`src/rtl/fmac_pkg.sv`:
```
package fmac_pkg;
    localparam int WORD_W = 32;
    localparam int HALF_W = 16;
    localparam int ACC_W  = 40;

    typedef enum logic [1:0] {
        OP_LOAD = 2'b00,
        OP_ADD  = 2'b01,
        OP_SUB  = 2'b10,
        OP_RSVD = 2'b11
    } acc_op_e;
endpackage

```
`src/rtl/fmac_half_pick.sv`:
```
module fmac_half_pick #(
    parameter int WORD_W = 32,
    parameter int HALF_W = 16
) (
    input  logic [WORD_W-1:0] word_i,
    input  logic              take_hi_i,
    output logic [HALF_W-1:0] half_o
);
    always_comb begin
        if (take_hi_i) half_o = word_i[WORD_W-1 -: HALF_W];
        else           half_o = word_i[HALF_W-1:0];
    end
endmodule

```
`src/rtl/fmac_frac_mul.sv`:
```
module fmac_frac_mul #(
    parameter int HALF_W = 16
) (
    input  logic [HALF_W-1:0]   op_a_i,
    input  logic [HALF_W-1:0]   op_b_i,
    output logic [2*HALF_W-1:0] prod_o
);
    localparam int PROD_W = 2 * HALF_W;
    localparam logic [HALF_W-1:0] MIN_FRAC = {1'b1, {(HALF_W-1){1'b0}}};
    localparam logic [PROD_W-1:0] MAX_PROD = {1'b0, {(PROD_W-1){1'b1}}};

    logic signed [PROD_W-1:0] raw;
    logic                     corner;

    always_comb begin
        raw    = $signed(op_a_i) * $signed(op_b_i);
        corner = (op_a_i == MIN_FRAC) && (op_b_i == MIN_FRAC);
        if (corner) prod_o = MAX_PROD;
        else        prod_o = {raw[PROD_W-2:0], 1'b0};
    end


    always_comb begin
        prod_align_chk: assert (prod_o[0] == 1'b0 || prod_o == MAX_PROD)
            else $error("aligned product has odd LSB");
    end
endmodule

```
`src/rtl/fmac_round_sat.sv`:
```
module fmac_round_sat #(
    parameter int ACC_W  = 40,
    parameter int HALF_W = 16
) (
    input  logic [ACC_W-1:0]  acc_i,
    output logic [HALF_W-1:0] wb_o
);
    localparam int SC_W  = ACC_W + 2;
    localparam int TOP_W = SC_W - HALF_W;
    localparam logic signed [SC_W-1:0]  RND_ADD = SC_W'(1) <<< (HALF_W - 1);
    localparam logic signed [TOP_W-1:0] POS_LIM = TOP_W'((1 <<< (HALF_W - 1)) - 1);
    localparam logic signed [TOP_W-1:0] NEG_LIM = -TOP_W'(1 <<< (HALF_W - 1));
    localparam logic [HALF_W-1:0] SAT_POS = {1'b0, {(HALF_W-1){1'b1}}};
    localparam logic [HALF_W-1:0] SAT_NEG = {1'b1, {(HALF_W-1){1'b0}}};

    logic signed [SC_W-1:0]  scaled;
    logic signed [TOP_W-1:0] upper;

    always_comb begin
        scaled = $signed({acc_i[ACC_W-1], acc_i, 1'b0}) + RND_ADD;
        upper  = scaled[SC_W-1:HALF_W];
        if (upper > POS_LIM)      wb_o = SAT_POS;
        else if (upper < NEG_LIM) wb_o = SAT_NEG;
        else                      wb_o = upper[HALF_W-1:0];
    end


    always_comb begin
        sat_sign_chk: assert (!(wb_o == SAT_NEG && !acc_i[ACC_W-1]))
            else $error("negative clamp from non-negative accumulator");
    end
endmodule

```
`src/rtl/fmac_accum.sv`:
```
module fmac_accum
    import fmac_pkg::*;
#(
    parameter int ACC_W  = 40,
    parameter int PROD_W = 32
) (
    input  logic              clk,
    input  logic              rst_n,
    input  logic              en_i,
    input  acc_op_e           op_i,
    input  logic [PROD_W-1:0] prod_i,
    output logic [ACC_W-1:0]  acc_next_o,
    output logic [ACC_W-1:0]  acc_q_o
);
    logic [ACC_W-1:0] prod_ext;

    always_comb begin
        prod_ext = {{(ACC_W-PROD_W){prod_i[PROD_W-1]}}, prod_i};
        unique case (op_i)
            OP_LOAD: acc_next_o = prod_ext;
            OP_ADD:  acc_next_o = acc_q_o + prod_ext;
            OP_SUB:  acc_next_o = acc_q_o - prod_ext;
            default: acc_next_o = acc_q_o;
        endcase
    end

    always_ff @(posedge clk or negedge rst_n) begin
        if (!rst_n)    acc_q_o <= '0;
        else if (en_i) acc_q_o <= acc_next_o;
    end


    idle_hold_chk: assert property (@(posedge clk) disable iff (!rst_n)
        !en_i |=> $stable(acc_q_o));

    load_take_chk: assert property (@(posedge clk) disable iff (!rst_n)
        (en_i && op_i == OP_LOAD) |=> acc_q_o == $past(prod_ext));
endmodule

```
`src/rtl/fmac_s2rnd_unit.sv`:
```
module fmac_s2rnd_unit
    import fmac_pkg::*;
#(
    parameter int WORD_W = fmac_pkg::WORD_W,
    parameter int HALF_W = fmac_pkg::HALF_W,
    parameter int ACC_W  = fmac_pkg::ACC_W
) (
    input  logic              clk,
    input  logic              rst_n,
    input  logic              op_valid,
    input  logic [1:0]        op_code,
    input  logic [WORD_W-1:0] src_a,
    input  logic [WORD_W-1:0] src_b,
    input  logic              sel_a_hi,
    input  logic              sel_b_hi,
    input  logic [WORD_W-1:0] dst_in,
    output logic [WORD_W-1:0] dst_out,
    output logic [WORD_W-1:0] acc_word
);
    localparam int PROD_W = 2 * HALF_W;
    localparam int N_SRC  = 2;

    logic [N_SRC-1:0][WORD_W-1:0] src_words;
    logic [N_SRC-1:0]             src_hi;
    logic [N_SRC-1:0][HALF_W-1:0] halves;
    logic [PROD_W-1:0]            prod;
    logic [ACC_W-1:0]             acc_next;
    logic [ACC_W-1:0]             acc_q;
    logic [HALF_W-1:0]            wb_half;
    acc_op_e                      op;
    logic                         take;

    assign src_words = {src_b, src_a};
    assign src_hi    = {sel_b_hi, sel_a_hi};
    assign op        = acc_op_e'(op_code);
    assign take      = op_valid && (op != OP_RSVD);

    for (genvar gi = 0; gi < N_SRC; gi++) begin : g_pick
        fmac_half_pick #(.WORD_W(WORD_W), .HALF_W(HALF_W)) u_pick (
            .word_i    (src_words[gi]),
            .take_hi_i (src_hi[gi]),
            .half_o    (halves[gi])
        );
    end

    fmac_frac_mul #(.HALF_W(HALF_W)) u_mul (
        .op_a_i (halves[0]),
        .op_b_i (halves[1]),
        .prod_o (prod)
    );

    fmac_accum #(.ACC_W(ACC_W), .PROD_W(PROD_W)) u_acc (
        .clk        (clk),
        .rst_n      (rst_n),
        .en_i       (take),
        .op_i       (op),
        .prod_i     (prod),
        .acc_next_o (acc_next),
        .acc_q_o    (acc_q)
    );

    fmac_round_sat #(.ACC_W(ACC_W), .HALF_W(HALF_W)) u_rnd (
        .acc_i (acc_next),
        .wb_o  (wb_half)
    );

    always_ff @(posedge clk or negedge rst_n) begin
        if (!rst_n)    dst_out <= '0;
        else if (take) dst_out <= {dst_in[WORD_W-1:HALF_W], wb_half};
    end

    assign acc_word = acc_q[WORD_W-1:0];


    dst_upper_chk: assert property (@(posedge clk) disable iff (!rst_n)
        take |=> dst_out[WORD_W-1:HALF_W] == $past(dst_in[WORD_W-1:HALF_W]));

    rsvd_hold_chk: assert property (@(posedge clk) disable iff (!rst_n)
        (op_valid && op_code == 2'b11) |=> ($stable(dst_out) && $stable(acc_word)));

    idle_dst_chk: assert property (@(posedge clk) disable iff (!rst_n)
        !op_valid |=> $stable(dst_out));
endmodule

```
`config.mk`:
```
export PLATFORM = sky130hd
export DESIGN_NAME = fmac_s2rnd_unit
export DESIGN_NICKNAME = d
export VERILOG_FILES = /design/src/rtl/fmac_pkg.sv /design/src/rtl/fmac_half_pick.sv /design/src/rtl/fmac_frac_mul.sv /design/src/rtl/fmac_round_sat.sv /design/src/rtl/fmac_accum.sv /design/src/rtl/fmac_s2rnd_unit.sv
export SDC_FILE = /design/constraint.sdc
export NUM_CORES = 1
export LEC_CHECK = 0
export BUFFER_PORTS_ARGS = -buffer_cell sky130_fd_sc_hd__buf_4
export CORE_MARGIN = 1
export CORE_UTILIZATION = 30
export CTS_CLUSTER_SIZE = 14
export DETAILED_ROUTE_END_ITERATION = 8
export GPL_TIMING_DRIVEN = 0
export RECOVER_POWER = 50
export SETUP_SLACK_MARGIN = 0.5
export SKIP_LAST_GASP = 1
export SLEW_MARGIN = 20
export SYNTH_ARGS = -nofsm -noshare
export SYNTH_HDL_FRONTEND = slang
export SYNTH_HIERARCHICAL = 1
export SYNTH_SLANG_ARGS = --single-unit
```
`constraint.sdc`:
```
create_clock -name clk -period 4.9 [get_ports clk]
set_input_delay 0.49 -clock clk [delete_from_list [all_inputs] [get_ports clk]]
set_output_delay 0.49 -clock clk [all_outputs]
set_load 0.05 [all_outputs]
```
==> results.json, run 1 <==
{
  "run_status": "complete, but fails checks",
  "violations": "capacitance limit, slew limit, setup timing",
  "dieHeight_um": 248,
  "fillCellCount": 5817,
  "slew_headroom_pct": -184,
  "grt_pass1_vias": 17700,
  "netlist_instances": 2157,
  "ant_nets": 0,
  "htreeDepth": 3,
  "fin_crit_ns": 10.93,
  "cts_made_buffers": 9,
  "syn_avg_cell_area_um2": 8.42,
  "required_ns": 5.14,
  "track_usage_pct": 20.1,
  "grt_pass1_wl_mm": 96.7,
  "drt-initial-drc-count": 1003,
  "slowest_delay_ns": 0.59,
  "startpoint_type": "primary input",
  "clkLatencyLatePin_ns": 0.36,
  "rsz0062_at_grt": "yes",
  "drc": 0,
  "yosysWarnings": 6,
  "cp-end-kind": "flop",
  "fmax_ghz": 0.0915,
  "io_buffer_count": 148,
  "worst_slack_ns": -6.03,
  "drive_above_1_share_pct": 32.9,
  "antenna_found_initial": 0,
  "routedWlPerCell_um": 18.5,
  "hpwl_mm": 46.9,
  "hold_path_class": "primary input to flop",
  "worst_slew_pin_slew_ns": 4.26,
  "crit_type": "primary input to flop",
  "vias": 16700,
  "path_clk_slew_ns": 0.06,
  "clk_path_buf_depth": 2,
  "numClockSinks": 72,
  "worstPathMaxFanout": 10,
  "maxSlewViolCount": 73,
  "drt_wl_total_mm": 60.6,
  "gr-total-overflow": 0,
  "place_congestion": 0.902,
  "period_share_pct": 223,
  "start_util_pct": 30.6,
  "core_area_mm2": 0.0595,
  "dieArea_mm2": 0.0616,
  "critical_path.slowest_cell": "fa_2",
  "cap_viol_max_count": 1,
  "cts_tree": "built",
  "crit_top_cell": "fa_1",
  "hold_buffers": 0,
  "fp.dieW_um": 248,
  "first_pass_iters": 7,
  "io_pins": 167,
  "finClkSkew_ns": 0.00981,
  "grt_max_degree": 73,
  "rows": 89,
  "root_buffer": "clkbuf_16",
  "timing.hold.ws_ns": 0.363,
  "vias_per_cell": 5.11,
  "hold_viol": 0,
  "nets": 2977,
  "areaGrowthSynthToFinish_pct": 34.7,
  "setup_viol": 50,
  "worstPathArrival_ns": 11.17,
  "synth_fp_nets": 2641,
  "synth_area_mm2": 0.0182
}
what timing repair did:
item | 4_1_cts | 5_1_grt
gates cloned | 3 | 1
pin swaps | 162 | 97
gates resized for setup | 294 | 119
setup buffers | 126 | 47
setup endpoints to repair | 53 | 53
stage by stage:
| step | utilization, % | cells | cell area [um^2] | setup TNS, ns | setup WS [ns] |
|---|---|---|---|---|---|
| 6_report | 41.2 | 3272 | 24500 | -208.51 | -6.03 |
| 5_1_grt | 41.2 | 3271 | 24500 | -224.26 | -6.40 |
| 4_1_cts | 39.8 | 3223 | 23700 | -204.05 | -5.89 |
| 3_5_place_dp | 35.4 | 3078 | 21000 | -260.51 | -7.50 |
| 3_3_place_gp | 35.4 | 3078 | 21000 | -259.42 | -7.53 |
| 2_1_floorplan | - | 2157 | 19000 | -192.79 | -5.66 |
sequential cells by signal, indices dropped and copies added, names as in the netlist:
register       cells
u_acc/acc_q_o     40
dst_out           32
per-layer routing:
metal  track usage (%)  routed length (um)  part of all wire, %
met1              26.2               26000                   43
met3              2.80                2880                  4.7
met2              34.4               30000                   49
met4              5.70                1730                  2.9
met5                 0                   0                    0
area by class of cell:
type	count	area (um^2)	area share, %
multi-input cells	1609	16300	66.6
repair buffers	325	2560	10.4
flip-flops and latches	72	1800	7.36
inverters	358	1360	5.54
plain buffers	118	1210	4.96
well taps	773	967	3.95
clock buffers	11	243	0.992
clock inverters	5	38.8	0.158
diodes	1	2.50	0.0102
worst paths after layout:
check                                              from                            end  slack (ns)  depth (start not counted)
hold reg to reg                 dst_out[26]$_DFFE_PN0P_        dst_out[26]$_DFFE_PN0P_        0.51                          1
max in group asynchronous                         rst_n        dst_out[27]$_DFFE_PN0P_        0.88                          1
setup / recovery                               sel_b_hi        dst_out[10]$_DFFE_PN0P_       -6.03                         47
setup reg to reg           u_acc/acc_q_o[0]$_DFFE_PN0P_        dst_out[10]$_DFFE_PN0P_       -0.51                         23
hold / removal                               dst_in[31]        dst_out[31]$_DFFE_PN0P_        0.36                          2
min in group asynchronous                         rst_n  u_acc/acc_q_o[12]$_DFFE_PN0P_        1.64                          1
cells in the final DEF (no fill, tap or decap), types with 30 or more instances in the layout:
| cell type | count |
|---|---|
| mux2_4 | 41 |
| xor2_1 | 30 |
| xnor2_1 | 57 |
| dfrtp_1 | 72 |
| ha_1 | 95 |
| buf_4 | 313 |
| mux2_2 | 40 |
| a21oi_2 | 40 |
| o21ai_1 | 37 |
| and2_1 | 118 |
| inv_1 | 339 |
| a21o_1 | 36 |
| nor2_1 | 89 |
| nand2_1 | 240 |
| fa_1 | 243 |
| a21oi_1 | 55 |
worst max-delay path: cells and delay by family:
family	cells	cell delay, ns
multiplexers	3	0.76
adder cells (fa/ha/maj)	8	3.63
AO/OA/AOI/OAI	13	2.25
XOR/XNOR	2	0.38
buffers and inverters	12	1.62
AND/OR/NAND/NOR	9	2.00
Power of run 1 is left out: the tool's default activity adds up to more than one toggle a clock period on the data nets, which glitch-free logic cannot reach.
==> inputs of run 2 (changes only) <==
PLACE_DENSITY = 0.47   (was not set)
==> run 2 against run 1 <==
Net effect:
- the flow still finishes with violations (capacitance limit, slew limit, setup timing)
- clock skew down 0.0014 ns
- critical path depth unchanged
- flip-flop and latch count unchanged
- final cell count about the same
- first-iteration DRC count down 15%
- non-clock buffer count up 2
- register-to-register slack worse by 0.31 ns
==> results.json, run 2 (synthesized netlist as in run 1, its figures left out) <==
{
  "path_clk_slew_ns": 0.06,
  "cp-end-kind": "flop",
  "fp.dieW_um": 248,
  "hold_path_class": "primary input to flop",
  "antenna_found_initial": 0,
  "grt_pass1_wl_mm": 97.7,
  "routedWlPerCell_um": 19.1,
  "htreeDepth": 3,
  "rsz0062_at_grt": "yes",
  "fin_crit_ns": 10.99,
  "first_pass_iters": 5,
  "rows": 89,
  "setup_tns_ns": -210.74,
  "finClkSkew_ns": 0.00840,
  "hpwl_mm": 48.6,
  "startpoint_type": "primary input",
  "gr-total-overflow": 0,
  "root_buffer": "clkbuf_16",
  "ant_nets": 0,
  "io_buffer_count": 148,
  "hold_depth": 2,
  "drt_wl_total_mm": 62.5,
  "final_common_cell": "inv_1",
  "drc": 0,
  "clk_path_buf_depth": 2,
  "regArea_mm2": 0.00180,
  "dieHeight_um": 248,
  "slew_headroom_pct": -185,
  "io_pins": 167,
  "utilization_pct": 41.5,
  "top_register": "u_acc/acc_q_o",
  "grt_max_degree": 73,
  "core_area_mm2": 0.0595,
  "run_status": "complete, but fails checks",
  "nets": 2979,
  "fin_area_mm2": 0.0247,
  "crit_type": "primary input to flop",
  "cap_viol_max_count": 1,
  "violations": "capacitance limit, slew limit, setup timing",
  "grt_pass1_vias": 17300,
  "worst_slack_ns": -6.09,
  "hold_viol": 0,
  "reg.largest.list": "u_acc/acc_q_o: 40 flops, dst_out: 32 flops",
  "r2r_cells": 24,
  "required_ns": 5.15,
  "setup_viol": 50,
  "placed_area_mm2": 0.0210,
  "maxSlewViolCount": 73,
  "drt-initial-drc-count": 854,
  "clkLatencyLatePin_ns": 0.37,
  "vias_per_cell": 5.03,
  "critical_path.slowest_cell": "fa_2",
  "largest_reg_flops": 40,
  "vias": 16500,
  "areaGrowthSynthToFinish_pct": 35.9,
  "cts_tree": "built",
  "antenna-diode-count": 0,
  "worstPathMaxFanout": 7,
  "dieArea_mm2": 0.0616,
  "final_cell_mix": "331 x inv_1, 308 x buf_4, 241 x fa_1, 233 x nand2_1, 113 x and2_1",
  "cts_made_buffers": 9,
  "fmax_ghz": 0.0910,
  "multi_input_area_mm2": 0.0164,
  "worst_slew_pin_slew_ns": 4.27,
  "worstPathArrival_ns": 11.25,
  "period_share_pct": 224,
  "start_util_pct": 30.6,
  "drive_above_1_share_pct": 34.0,
  "place_congestion": 0.923,
  "fillCellCount": 6036,
  "track_usage_pct": 20.6,
  "slowest_delay_ns": 0.55,
  "numClockSinks": 72,
  "crit_top_cell": "fa_1"
}
-- run 2: changes by cell type in the layout (fill, tap and decap cells not counted), moves of 6 or more --
cell	delta
nand2_1	-7
nand2_2	+6
inv_1	-8
inv_2	+8
clkbuf_8	-6
-- run 2: through the flow --
step	cells	setup slack (ns)	hold WS, ns
final	3273	-6.09	0.352
after CTS	3203	-6.02	0.325
after detailed placement	3078	-7.75	0.481
after global routing	3273	-6.48	0.344
after floorplan	2157	-5.66	0.194
after global placement	3078	-7.69	0.482
-- run 2: final timing paths --
kind                                            endpoint                          from  slack [ns]
max in group asynchronous  u_acc/acc_q_o[39]$_DFFE_PN0P_                         rst_n        0.88
hold / removal                   dst_out[20]$_DFFE_PN0P_                    dst_in[20]        0.35
setup / recovery                  dst_out[4]$_DFFE_PN0P_                      sel_a_hi       -6.09
min in group asynchronous  u_acc/acc_q_o[14]$_DFFE_PN0P_                         rst_n        1.64
setup reg to reg                 dst_out[12]$_DFFE_PN0P_  u_acc/acc_q_o[0]$_DFFE_PN0P_       -0.82
hold reg to reg                  dst_out[29]$_DFFE_PN0P_       dst_out[29]$_DFFE_PN0P_        0.51
-- run 2: critical path, delay by kind of cell --
kind                       cells  cell delay [ns]
buffers and inverters         12             1.70
AOI/OAI and AO/OA             12             2.04
muxes                          2             0.60
and+or+nand+nor               10             2.19
xor gates and xnor gates       3             0.70
adders and majority gates      8             3.51
-- run 2: layout make-up --
class	instances	area share, %
plain buffers	118	5.06
clock buffers	10	0.927
clock inverters	6	0.274
inverters	358	5.49
multi-input cells	1609	66.5
flip-flops and latches	72	7.30
well taps	773	3.92
repair buffers	327	10.5
-- run 2: timing repair --
item / 4_1_cts / 5_1_grt
buffers inserted: 106 / 70
pin swaps: 139 / 162
hold buffers: 0 / 0
cloned: 3 / 0
resized for setup: 254 / 215
setup endpoints to repair: 53 / 55
endpoints found under the hold margin: 0 / 0
-- run 2: routing by layer --
layer  routed length (um)  up-vias  GRT usage, %
met5                    0        -             0
met4                 1670        0          5.45
met3                 2480       78          1.98
met2                29800      374          34.4
met1                28500     8330          28.5
li1                     -     7690             -
Power of run 2 is left out for the same reason.
